[src/rtl/mrt_pkg.sv]
package mrt_pkg;

  typedef enum logic [2:0] {
    OP_LOAD    = 3'd0,
    OP_IFETCH  = 3'd1,
    OP_STORE   = 3'd2,
    OP_RMW_RD  = 3'd3,
    OP_RMW_WR  = 3'd4,
    OP_RSV_RD  = 3'd5,
    OP_COND_WR = 3'd6,
    OP_NONE    = 3'd7
  } op_e;

  typedef enum logic [1:0] {
    ST_READY = 2'd0,
    ST_ALIAS = 2'd1,
    ST_FULL  = 2'd2,
    ST_BAD   = 2'd3
  } status_e;

  localparam int TBL_RD = 0;
  localparam int TBL_WR = 1;

  // write-class operations live in the write table
  function automatic logic op_to_wr_table(op_e op);
    return (op == OP_STORE) || (op == OP_RMW_RD) || (op == OP_RMW_WR) ||
           (op == OP_RSV_RD) || (op == OP_COND_WR);
  endfunction

  // incoming kinds that count as "read-like" when a write entry blocks them
  function automatic logic op_read_like(op_e op);
    return (op == OP_LOAD) || (op == OP_IFETCH) || (op == OP_RMW_RD);
  endfunction

  // incoming kinds that count as "store-like" when a read entry blocks them
  function automatic logic op_store_like(op_e op);
    return (op == OP_STORE) || (op == OP_RMW_WR);
  endfunction

endpackage

[src/rtl/mrt_table.sv]
module mrt_table #(
  parameter int DEPTH  = 8,
  parameter int LINE_W = 26,
  parameter int TIME_W = 20,
  parameter int THRESH = 500000
) (
  input  logic              clk,
  input  logic              rst,
  input  logic [LINE_W-1:0] look_line,
  output logic              look_hit,
  output logic              has_free,
  input  logic              alloc,
  input  logic [LINE_W-1:0] alloc_line,
  input  logic [TIME_W-1:0] now,
  input  logic              rel,
  input  logic [LINE_W-1:0] rel_line,
  output logic              rel_hit,
  output logic              aged
);
  localparam int IDX_W = (DEPTH > 1) ? $clog2(DEPTH) : 1;
  localparam logic [TIME_W-1:0] THR = TIME_W'(THRESH);

  logic [DEPTH-1:0]  vld_q;
  logic [LINE_W-1:0] line_q [DEPTH];
  logic [TIME_W-1:0] born_q [DEPTH];

  logic [IDX_W-1:0] rel_idx;
  logic [IDX_W-1:0] free_idx;

  always_comb begin
    look_hit = 1'b0;
    rel_hit  = 1'b0;
    has_free = 1'b0;
    aged     = 1'b0;
    rel_idx  = '0;
    free_idx = '0;
    for (int i = DEPTH - 1; i >= 0; i--) begin
      if (vld_q[i] && (line_q[i] == look_line)) look_hit = 1'b1;
      if (vld_q[i] && (line_q[i] == rel_line)) begin
        rel_hit = 1'b1;
        rel_idx = IDX_W'(i);
      end
      if (!vld_q[i]) begin
        has_free = 1'b1;
        free_idx = IDX_W'(i);
      end
      if (vld_q[i] && ((now - born_q[i]) >= THR)) aged = 1'b1;
    end
  end

  always_ff @(posedge clk) begin
    if (rst) begin
      vld_q <= '0;
    end else begin
      if (rel && rel_hit) vld_q[rel_idx] <= 1'b0;
      if (alloc) vld_q[free_idx] <= 1'b1;
    end
  end

  // payload storage carries no reset
  always_ff @(posedge clk) begin
    if (alloc) begin
      line_q[free_idx] <= alloc_line;
      born_q[free_idx] <= now;
    end
  end

endmodule

[src/rtl/mrt_watchdog.sv]
module mrt_watchdog #(
  parameter int TIME_W = 20,
  parameter int THRESH = 500000
) (
  input  logic              clk,
  input  logic              rst,
  input  logic              alloc,
  input  logic              busy_next,
  input  logic              any_aged,
  output logic [TIME_W-1:0] now,
  output logic              deadlock
);
  localparam logic [TIME_W-1:0] THR = TIME_W'(THRESH);

  logic [TIME_W-1:0] now_q;
  logic [TIME_W-1:0] due_q;
  logic              pending_q;
  logic              fire;

  assign fire = pending_q && (now_q == due_q);
  assign now  = now_q;

  always_ff @(posedge clk) begin
    if (rst) begin
      now_q     <= '0;
      due_q     <= '0;
      pending_q <= 1'b0;
      deadlock  <= 1'b0;
    end else begin
      now_q <= now_q + 1'b1;
      if (fire) begin
        if (any_aged) deadlock <= 1'b1;
        pending_q <= busy_next;
        due_q     <= now_q + THR;
      end else if (alloc && !pending_q) begin
        pending_q <= 1'b1;
        due_q     <= now_q + THR;
      end
    end
  end

endmodule

[src/rtl/mrt_stalls.sv]
module mrt_stalls #(
  parameter int NUM     = 4,
  parameter int STALL_W = 16
) (
  input  logic               clk,
  input  logic               rst,
  input  logic [NUM-1:0]     ev,
  output logic [STALL_W-1:0] cnt [NUM]
);
  for (genvar k = 0; k < NUM; k++) begin : g_ctr
    always_ff @(posedge clk) begin
      if (rst)        cnt[k] <= '0;
      else if (ev[k]) cnt[k] <= cnt[k] + 1'b1;
    end
  end
endmodule

[src/rtl/mreq_tracker.sv]
module mreq_tracker #(
  parameter int ADDR_W     = 32,
  parameter int LINE_BYTES = 64,
  parameter int LEN_W      = 7,
  parameter int RD_DEPTH   = 8,
  parameter int WR_DEPTH   = 8,
  parameter int MAX_OUT    = 12,
  parameter int TIME_W     = 20,
  parameter int THRESH     = 500000,
  parameter int STALL_W    = 16,
  localparam int OFF_W     = $clog2(LINE_BYTES),
  localparam int LINE_W    = ADDR_W - OFF_W,
  localparam int CNT_W     = $clog2(RD_DEPTH + WR_DEPTH + 1)
) (
  input  logic               clk,
  input  logic               rst,
  input  logic               req_valid,
  input  logic [2:0]         req_op,
  input  logic [ADDR_W-1:0]  req_addr,
  input  logic [LEN_W-1:0]   req_len,
  input  logic               cpl_valid,
  input  logic               cpl_write,
  input  logic [LINE_W-1:0]  cpl_line,
  output logic               resp_valid,
  output logic [1:0]         resp_status,
  output logic [CNT_W-1:0]   outstanding,
  output logic               empty,
  output logic               cpl_err,
  output logic               deadlock,
  output logic [STALL_W-1:0] stall_wblk_rd,
  output logic [STALL_W-1:0] stall_wblk_wr,
  output logic [STALL_W-1:0] stall_rblk_wr,
  output logic [STALL_W-1:0] stall_rblk_rd
);
  import mrt_pkg::*;

  op_e               op;
  logic [LINE_W-1:0] req_line;
  logic [OFF_W-1:0]  req_off;
  logic              legal;
  logic              to_wr;
  logic              cap_ok;
  logic              accept;
  logic              released;
  status_e           status_d;
  logic [CNT_W-1:0]  cnt_q;
  logic [CNT_W-1:0]  cnt_next;
  logic [TIME_W-1:0] now;

  logic [1:0] look_hit;
  logic [1:0] has_free;
  logic [1:0] rel_hit;
  logic [1:0] aged;
  logic [1:0] alloc;
  logic [1:0] rel;

  logic [3:0]         stall_ev;
  logic [STALL_W-1:0] stall_cnt [4];

  assign op       = op_e'(req_op);
  assign req_line = req_addr[ADDR_W-1:OFF_W];
  assign req_off  = req_addr[OFF_W-1:0];
  assign to_wr    = op_to_wr_table(op);
  assign legal    = (op != OP_NONE) &&
                    ((32'(req_off) + 32'(req_len)) <= 32'(LINE_BYTES));
  assign cap_ok   = (32'(cnt_q) < 32'(MAX_OUT)) && has_free[to_wr];

  always_comb begin
    if (!legal)                 status_d = ST_BAD;
    else if (look_hit[TBL_WR])  status_d = ST_ALIAS;
    else if (look_hit[TBL_RD])  status_d = ST_ALIAS;
    else if (!cap_ok)           status_d = ST_FULL;
    else                        status_d = ST_READY;
  end

  assign accept   = req_valid && (status_d == ST_READY);
  assign released = cpl_valid && rel_hit[cpl_write];
  assign cnt_next = cnt_q + CNT_W'(accept) - CNT_W'(released);

  // one table per request class
  for (genvar g = 0; g < 2; g++) begin : g_tbl
    localparam int DEP = (g == TBL_RD) ? RD_DEPTH : WR_DEPTH;
    assign alloc[g] = accept && (32'(to_wr) == g);
    assign rel[g]   = cpl_valid && (32'(cpl_write) == g);
    mrt_table #(
      .DEPTH (DEP),
      .LINE_W(LINE_W),
      .TIME_W(TIME_W),
      .THRESH(THRESH)
    ) u_tbl (
      .clk       (clk),
      .rst       (rst),
      .look_line (req_line),
      .look_hit  (look_hit[g]),
      .has_free  (has_free[g]),
      .alloc     (alloc[g]),
      .alloc_line(req_line),
      .now       (now),
      .rel       (rel[g]),
      .rel_line  (cpl_line),
      .rel_hit   (rel_hit[g]),
      .aged      (aged[g])
    );
  end

  mrt_watchdog #(
    .TIME_W(TIME_W),
    .THRESH(THRESH)
  ) u_wdog (
    .clk      (clk),
    .rst      (rst),
    .alloc    (accept),
    .busy_next(cnt_next != '0),
    .any_aged (|aged),
    .now      (now),
    .deadlock (deadlock)
  );

  // collision classification
  always_comb begin
    stall_ev = '0;
    if (req_valid && legal) begin
      if (look_hit[TBL_WR]) begin
        stall_ev[0] = op_read_like(op);
        stall_ev[1] = !op_read_like(op);
      end else if (look_hit[TBL_RD]) begin
        stall_ev[2] = op_store_like(op);
        stall_ev[3] = !op_store_like(op);
      end
    end
  end

  mrt_stalls #(
    .NUM    (4),
    .STALL_W(STALL_W)
  ) u_stalls (
    .clk(clk),
    .rst(rst),
    .ev (stall_ev),
    .cnt(stall_cnt)
  );

  assign stall_wblk_rd = stall_cnt[0];
  assign stall_wblk_wr = stall_cnt[1];
  assign stall_rblk_wr = stall_cnt[2];
  assign stall_rblk_rd = stall_cnt[3];

  always_ff @(posedge clk) begin
    if (rst) begin
      cnt_q       <= '0;
      empty       <= 1'b1;
      resp_valid  <= 1'b0;
      resp_status <= 2'd0;
      cpl_err     <= 1'b0;
    end else begin
      cnt_q       <= cnt_next;
      empty       <= (cnt_next == '0);
      resp_valid  <= req_valid;
      resp_status <= req_valid ? status_d : ST_READY;
      cpl_err     <= cpl_valid && !rel_hit[cpl_write];
    end
  end

  assign outstanding = cnt_q;

endmodule

[config.mk]
export PLATFORM = sky130hd
export DESIGN_NAME = mreq_tracker
export DESIGN_NICKNAME = d
export VERILOG_FILES = /design/src/rtl/mrt_pkg.sv /design/src/rtl/mrt_table.sv /design/src/rtl/mrt_watchdog.sv /design/src/rtl/mrt_stalls.sv /design/src/rtl/mreq_tracker.sv
export SDC_FILE = /design/constraint.sdc
export NUM_CORES = 2
export LEC_CHECK = 0
export CAP_MARGIN = 20
export CORE_MARGIN = 2
export CORE_UTILIZATION = 51
export DETAILED_ROUTE_END_ITERATION = 6
export HOLD_SLACK_MARGIN = 0.06
export PLACE_DENSITY = 0.7
export SYNTH_ARGS = -nofsm -noshare
export SYNTH_HDL_FRONTEND = slang
export SYNTH_HIERARCHICAL = 1
export SYNTH_SLANG_ARGS = --single-unit
[constraint.sdc]
create_clock -name clk -period 7.4 [get_ports clk]
set_input_delay 1.48 -clock clk [delete_from_list [all_inputs] [get_ports clk]]
set_output_delay 1.48 -clock clk [all_outputs]
set_load 0.02 [all_outputs]
==> impl_metrics.prom <==
# TYPE chip_impl_metric gauge
chip_impl_metric{name="synthAdderAreaFrac",unit="%"} 8.026
chip_impl_info{name="crit_path_end_kind",value="register"} 1
chip_impl_metric{name="grt_first_pass_wirelength",unit="mm"} 247.1
chip_impl_metric{name="finalCritPeriodShare",unit="%"} 79.80
chip_impl_metric{name="final-setup-viol-count",unit=""} 0
chip_impl_metric{name="critPathMaxFanout",unit=""} 8
chip_impl_info{name="path_common_cell",value="sky130_fd_sc_hd__inv_1"} 1
chip_impl_metric{name="slew-limit-headroom",unit="%"} 28.39
chip_impl_metric{name="placedCellCount",unit=""} 6724
chip_impl_metric{name="post_synth.cell_area_avg",unit="um^2"} 10.56
chip_impl_info{name="r2r_start",value="u_wdog/now[0]"} 1
chip_impl_metric{name="grt_overflow",unit=""} 0
chip_impl_info{name="synth_top_flop_cell",value="sky130_fd_sc_hd__edfxtp_1"} 1
chip_impl_metric{name="num-nets-final",unit=""} 5833
chip_impl_info{name="hold_path_end",value="u_wdog/due_q[2]"} 1
chip_impl_info{name="path_cells",value="clkdlybuf4s50_1, buf_4, xor2_1, nor4_1, nand4_1, nand3_1, or3_1, mux2_2, and2_1, ha_1, inv_1, ha_1, inv_1, fa_1, inv_1, a21o_1, a21oi_1, xnor2_1, or3_1, o221a_2"} 1
chip_impl_metric{name="fmax",unit="GHz"} 0.1693
chip_impl_metric{name="post_synth_xor_area_fraction",unit="%"} 17.39
chip_impl_metric{name="holdWs",unit="ns"} 0.4773
chip_impl_metric{name="cts.repair_timing.setup_buffer_count",unit=""} 0
chip_impl_metric{name="num_antenna_cells",unit=""} 0
chip_impl_metric{name="clk_latency",unit="ns"} 0.71
chip_impl_info{name="hold_start",value="u_wdog/due_q[2]"} 1
chip_impl_metric{name="post-layout-total-power",unit="mW"} 11.51
chip_impl_metric{name="remaining_drc_errors",unit=""} 0
chip_impl_metric{name="synth.area.mux_share",unit="%"} 0.7596
chip_impl_info{name="worstSetupStartpointType",value="input port"} 1
chip_impl_info{name="cts_root_buffer",value="sky130_fd_sc_hd__clkbuf_16"} 1
chip_impl_metric{name="drt_initial_violations",unit=""} 4449
chip_impl_metric{name="post_synth_and_or_nand_nor_area_fraction",unit="%"} 13.75
chip_impl_metric{name="timing.reg2reg.worst_path_depth",unit=""} 17
chip_impl_metric{name="first_global_vias",unit=""} 39516
chip_impl_metric{name="post_route_cells_drive_above_1_share",unit="%"} 8.342
chip_impl_metric{name="totalNegativeSetupSlack",unit="ns"} 0
chip_impl_metric{name="pin_count_of_the_biggest_net_entering_global_routing",unit=""} 64
chip_impl_metric{name="fillers",unit=""} 8964
chip_impl_metric{name="layout-area-overhead-vs-synth",unit="%"} 13.57
chip_impl_metric{name="worst-endpoint-required",unit="ns"} 7.98
chip_impl_metric{name="grt_util_all_layers",unit="%"} 29.37
chip_impl_metric{name="worstHoldPathCells",unit=""} 2
chip_impl_info{name="grt_setup_unrepaired",value="false"} 1
chip_impl_metric{name="htree_num_levels",unit=""} 3
chip_impl_metric{name="dieHeight",unit="um"} 331.5
chip_impl_metric{name="clk_pin_slew",unit="ns"} 0.06
chip_impl_metric{name="finalCoreUtilization",unit="%"} 58.18
chip_impl_metric{name="post_drt_wl_per_cell",unit="um"} 23.97
chip_impl_metric{name="drt_first_pass_iters",unit=""} 6
chip_impl_metric{name="synth_compound_area_share",unit="%"} 10.75
chip_impl_metric{name="worst-r2r-setup-slack",unit="ns"} 2.08
chip_impl_metric{name="worst_ep_arrival_time",unit="ns"} 6.49
chip_impl_info{name="critPathSlowestCell",value="sky130_fd_sc_hd__clkdlybuf4s50_1"} 1
chip_impl_metric{name="slew_violations",unit=""} 0
chip_impl_metric{name="synth-async-reset-ratio",unit="%"} 0
chip_impl_metric{name="synth_seq_cells",unit=""} 868
chip_impl_metric{name="syn_area",unit="um^2"} 54690
chip_impl_metric{name="finalWeightedCongestion",unit=""} 1.019
chip_impl_metric{name="via_count",unit=""} 42008
chip_impl_metric{name="place.port_buffers",unit=""} 147
chip_impl_metric{name="initial_utilization",unit="%"} 51.23
chip_impl_metric{name="worst-slew-pin-transition",unit="ns"} 1.074
chip_impl_metric{name="grt_antenna_before_repair",unit=""} 3
chip_impl_metric{name="worst_ir_drop_vdd",unit="V"} 0.0002440
chip_impl_metric{name="final_hold_viol_count",unit=""} 0
chip_impl_metric{name="dpl.hpwl",unit="mm"} 116.0
chip_impl_metric{name="core_area",unit="um^2"} 106800
chip_impl_info{name="cts_tree",value="yes"} 1
chip_impl_info{name="criticalPathCategory",value="input port to register"} 1
chip_impl_metric{name="design.portCount",unit=""} 148
chip_impl_info{name="crit-reg2reg-capture",value="u_wdog/deadlock"} 1
chip_impl_metric{name="clock_tree.buffer_depth",unit=""} 3
chip_impl_metric{name="floorplan.die.width",unit="um"} 331.5
chip_impl_metric{name="hold_buf_count_cts",unit=""} 0
chip_impl_metric{name="timing.final.crit_period",unit="ns"} 5.905
chip_impl_info{name="hold_path_class",value="register to register"} 1
chip_impl_metric{name="drv_cap",unit=""} 0
chip_impl_metric{name="ys_seq_area_share",unit="%"} 45.24
chip_impl_metric{name="final-instance-count-excl-fill",unit=""} 6905
chip_impl_metric{name="syn_nets",unit=""} 5593
chip_impl_metric{name="drtAntennaViolNets",unit=""} 0
chip_impl_metric{name="critPathMaxStageDelay",unit="ns"} 1.13
chip_impl_metric{name="number_of_standard_cells_after_synthesis",unit=""} 5180
chip_impl_info{name="result_of_the_run",value="finished clean"} 1
chip_impl_metric{name="tritoncts_num_sinks",unit=""} 868
chip_impl_metric{name="synthesis.yosys.warnings",unit=""} 6
chip_impl_metric{name="die-area",unit="um^2"} 109900
chip_impl_metric{name="p_per_area",unit="nW/um^2"} 185.3
chip_impl_metric{name="cellLeakagePower",unit="nW"} 23.55
chip_impl_metric{name="postRouteWirelength",unit="mm"} 165.5
chip_impl_metric{name="cts-resized-gates",unit=""} 0
chip_impl_metric{name="skew_final",unit="ns"} 0.02944
chip_impl_info{name="synth_top_family_by_area",value="XOR/XNOR gates"} 1
chip_impl_metric{name="synth_enable_flop_cells",unit=""} 736
chip_impl_metric{name="cts_buffers",unit=""} 97
chip_impl_metric{name="row_count",unit=""} 120
chip_impl_metric{name="vias_per_cell",unit=""} 6.084
chip_impl_metric{name="yosys.cell_types.count",unit=""} 107
-- sequential cells by signal (all words and copies together), names as in the netlist --
name                cells
outstanding             5
u_wdog/due_q           20
u_wdog/now             20
resp_status             2
u_stalls/cnt           64
g_tbl.u_tbl/vld_q      16
g_tbl.u_tbl/line_q    416
resp_valid              1
cpl_err                 1
u_wdog/pending_q        1
u_wdog/deadlock         1
g_tbl.u_tbl/born_q    320
empty                   1
-- cells in the final DEF (no fill, tap or decap), types with 46 or more instances in the layout --
cell type,instances
sky130_fd_sc_hd__nand2b_1,46
sky130_fd_sc_hd__inv_1,387
sky130_fd_sc_hd__buf_4,150
sky130_fd_sc_hd__a211oi_1,46
sky130_fd_sc_hd__a21o_1,76
sky130_fd_sc_hd__nor3_1,117
sky130_fd_sc_hd__xnor2_1,658
sky130_fd_sc_hd__clkbuf_16,98
sky130_fd_sc_hd__o21ai_0,148
sky130_fd_sc_hd__clkdlybuf4s50_1,120
sky130_fd_sc_hd__nand2_1,237
sky130_fd_sc_hd__nand3_1,90
sky130_fd_sc_hd__a21oi_1,240
sky130_fd_sc_hd__nor2_1,274
sky130_fd_sc_hd__nor4_1,120
sky130_fd_sc_hd__edfxtp_1,736
sky130_fd_sc_hd__nor2b_1,57
sky130_fd_sc_hd__nand4_1,220
sky130_fd_sc_hd__xor2_1,426
sky130_fd_sc_hd__ha_1,322
sky130_fd_sc_hd__dfxtp_1,113
-- metrics by stage --
step | instance area [um^2] | setup WS [ns]
floorplan | 54690 | 1.211
detailed placement | 58750 | 0.8861
CTS | 62110 | 1.613
global placement | 58750 | 0.8673
finish | 62110 | 1.495
global route | 62110 | 1.254
-- how the worst max path moves through the flow --
| stage | start | to | cells past startpoint |
|---|---|---|---|
| 2_1_floorplan | req_addr[27] | g_tbl[0].u_tbl/born_q[4][0] | 12 |
| 3_3_place_gp | cpl_line[17] | u_wdog/pending_q | 20 |
| 3_5_place_dp | cpl_line[17] | u_wdog/pending_q | 20 |
| 4_1_cts | cpl_line[17] | u_wdog/pending_q | 20 |
| 5_1_grt | cpl_line[17] | u_wdog/pending_q | 20 |
| 6_report | cpl_line[17] | u_wdog/pending_q | 20 |
-- per-layer routing --
metal | global-route usage (%) | part of all wire [%] | wire, um | vias up
met2 | 45.98 | 44 | 73250 | 1986
met3 | 4.361 | 8.6 | 14250 | 437
met5 | 0 | 0.012 | 20 | -
met4 | 13.16 | 4.9 | 8117 | 2
met1 | 40.47 | 42 | 69900 | 20298
li1 | - | - | - | 19285
-- synthesized netlist by cell type, drive strengths merged (92+ instances only) --
| master | instances | area share [%] |
|---|---|---|
| edfxtp | 736 | 40 |
| xnor2 | 659 | 11 |
| xor2 | 426 | 6.8 |
| inv | 391 | 2.7 |
| ha | 322 | 7.4 |
| nor2 | 286 | 2.0 |
| a21oi | 242 | 2.2 |
| nand2 | 237 | 1.6 |
| nand4 | 224 | 2.6 |
| o21ai | 164 | 1.5 |
| clkbuf | 144 | 0.99 |
| dfxtp | 132 | 4.8 |
| nor4 | 125 | 1.5 |
| nor3 | 117 | 1.1 |
| nand3 | 92 | 0.86 |
-- worst max-delay path, delay by kind of cell --
family / cells / cell delay, ns
buffers and inverters: 5 / 1.68
AOI/OAI and AO/OA: 3 / 0.44
and+or+nand+nor: 6 / 1.42
xor gates and xnor gates: 2 / 0.30
adders and majority gates: 3 / 0.84
muxes: 1 / 0.30
-- report_power, final --
part | total [mW] | switching, mW | internal (mW)
logic | 1.01 | 0.638 | 0.375
registers | 5.40 | 0.0592 | 5.34
clock network | 5.10 | 2.12 | 2.98
total | 11.5 | 2.82 | 8.69
-- cells by family after synthesis --
family	count (synthesis)
simple gates	1398
xor+xnor	1085
compound gates	879
flops	868
buf+inv	570
fa+ha+maj	340
mux	40
-- final cells by class --
cell class	count	area, um^2	share of cell area, %
Multi-Input combinational cell	3742	27820	44.79
Sequential cell	868	24770	39.88
Timing Repair Buffer	320	2938	4.730
Clock buffer	126	2658	4.279
Tap cell	1403	1755	2.826
Inverter	391	1468	2.363
Clock inverter	55	703.2	1.132
(Power assumes the default switching activity.)
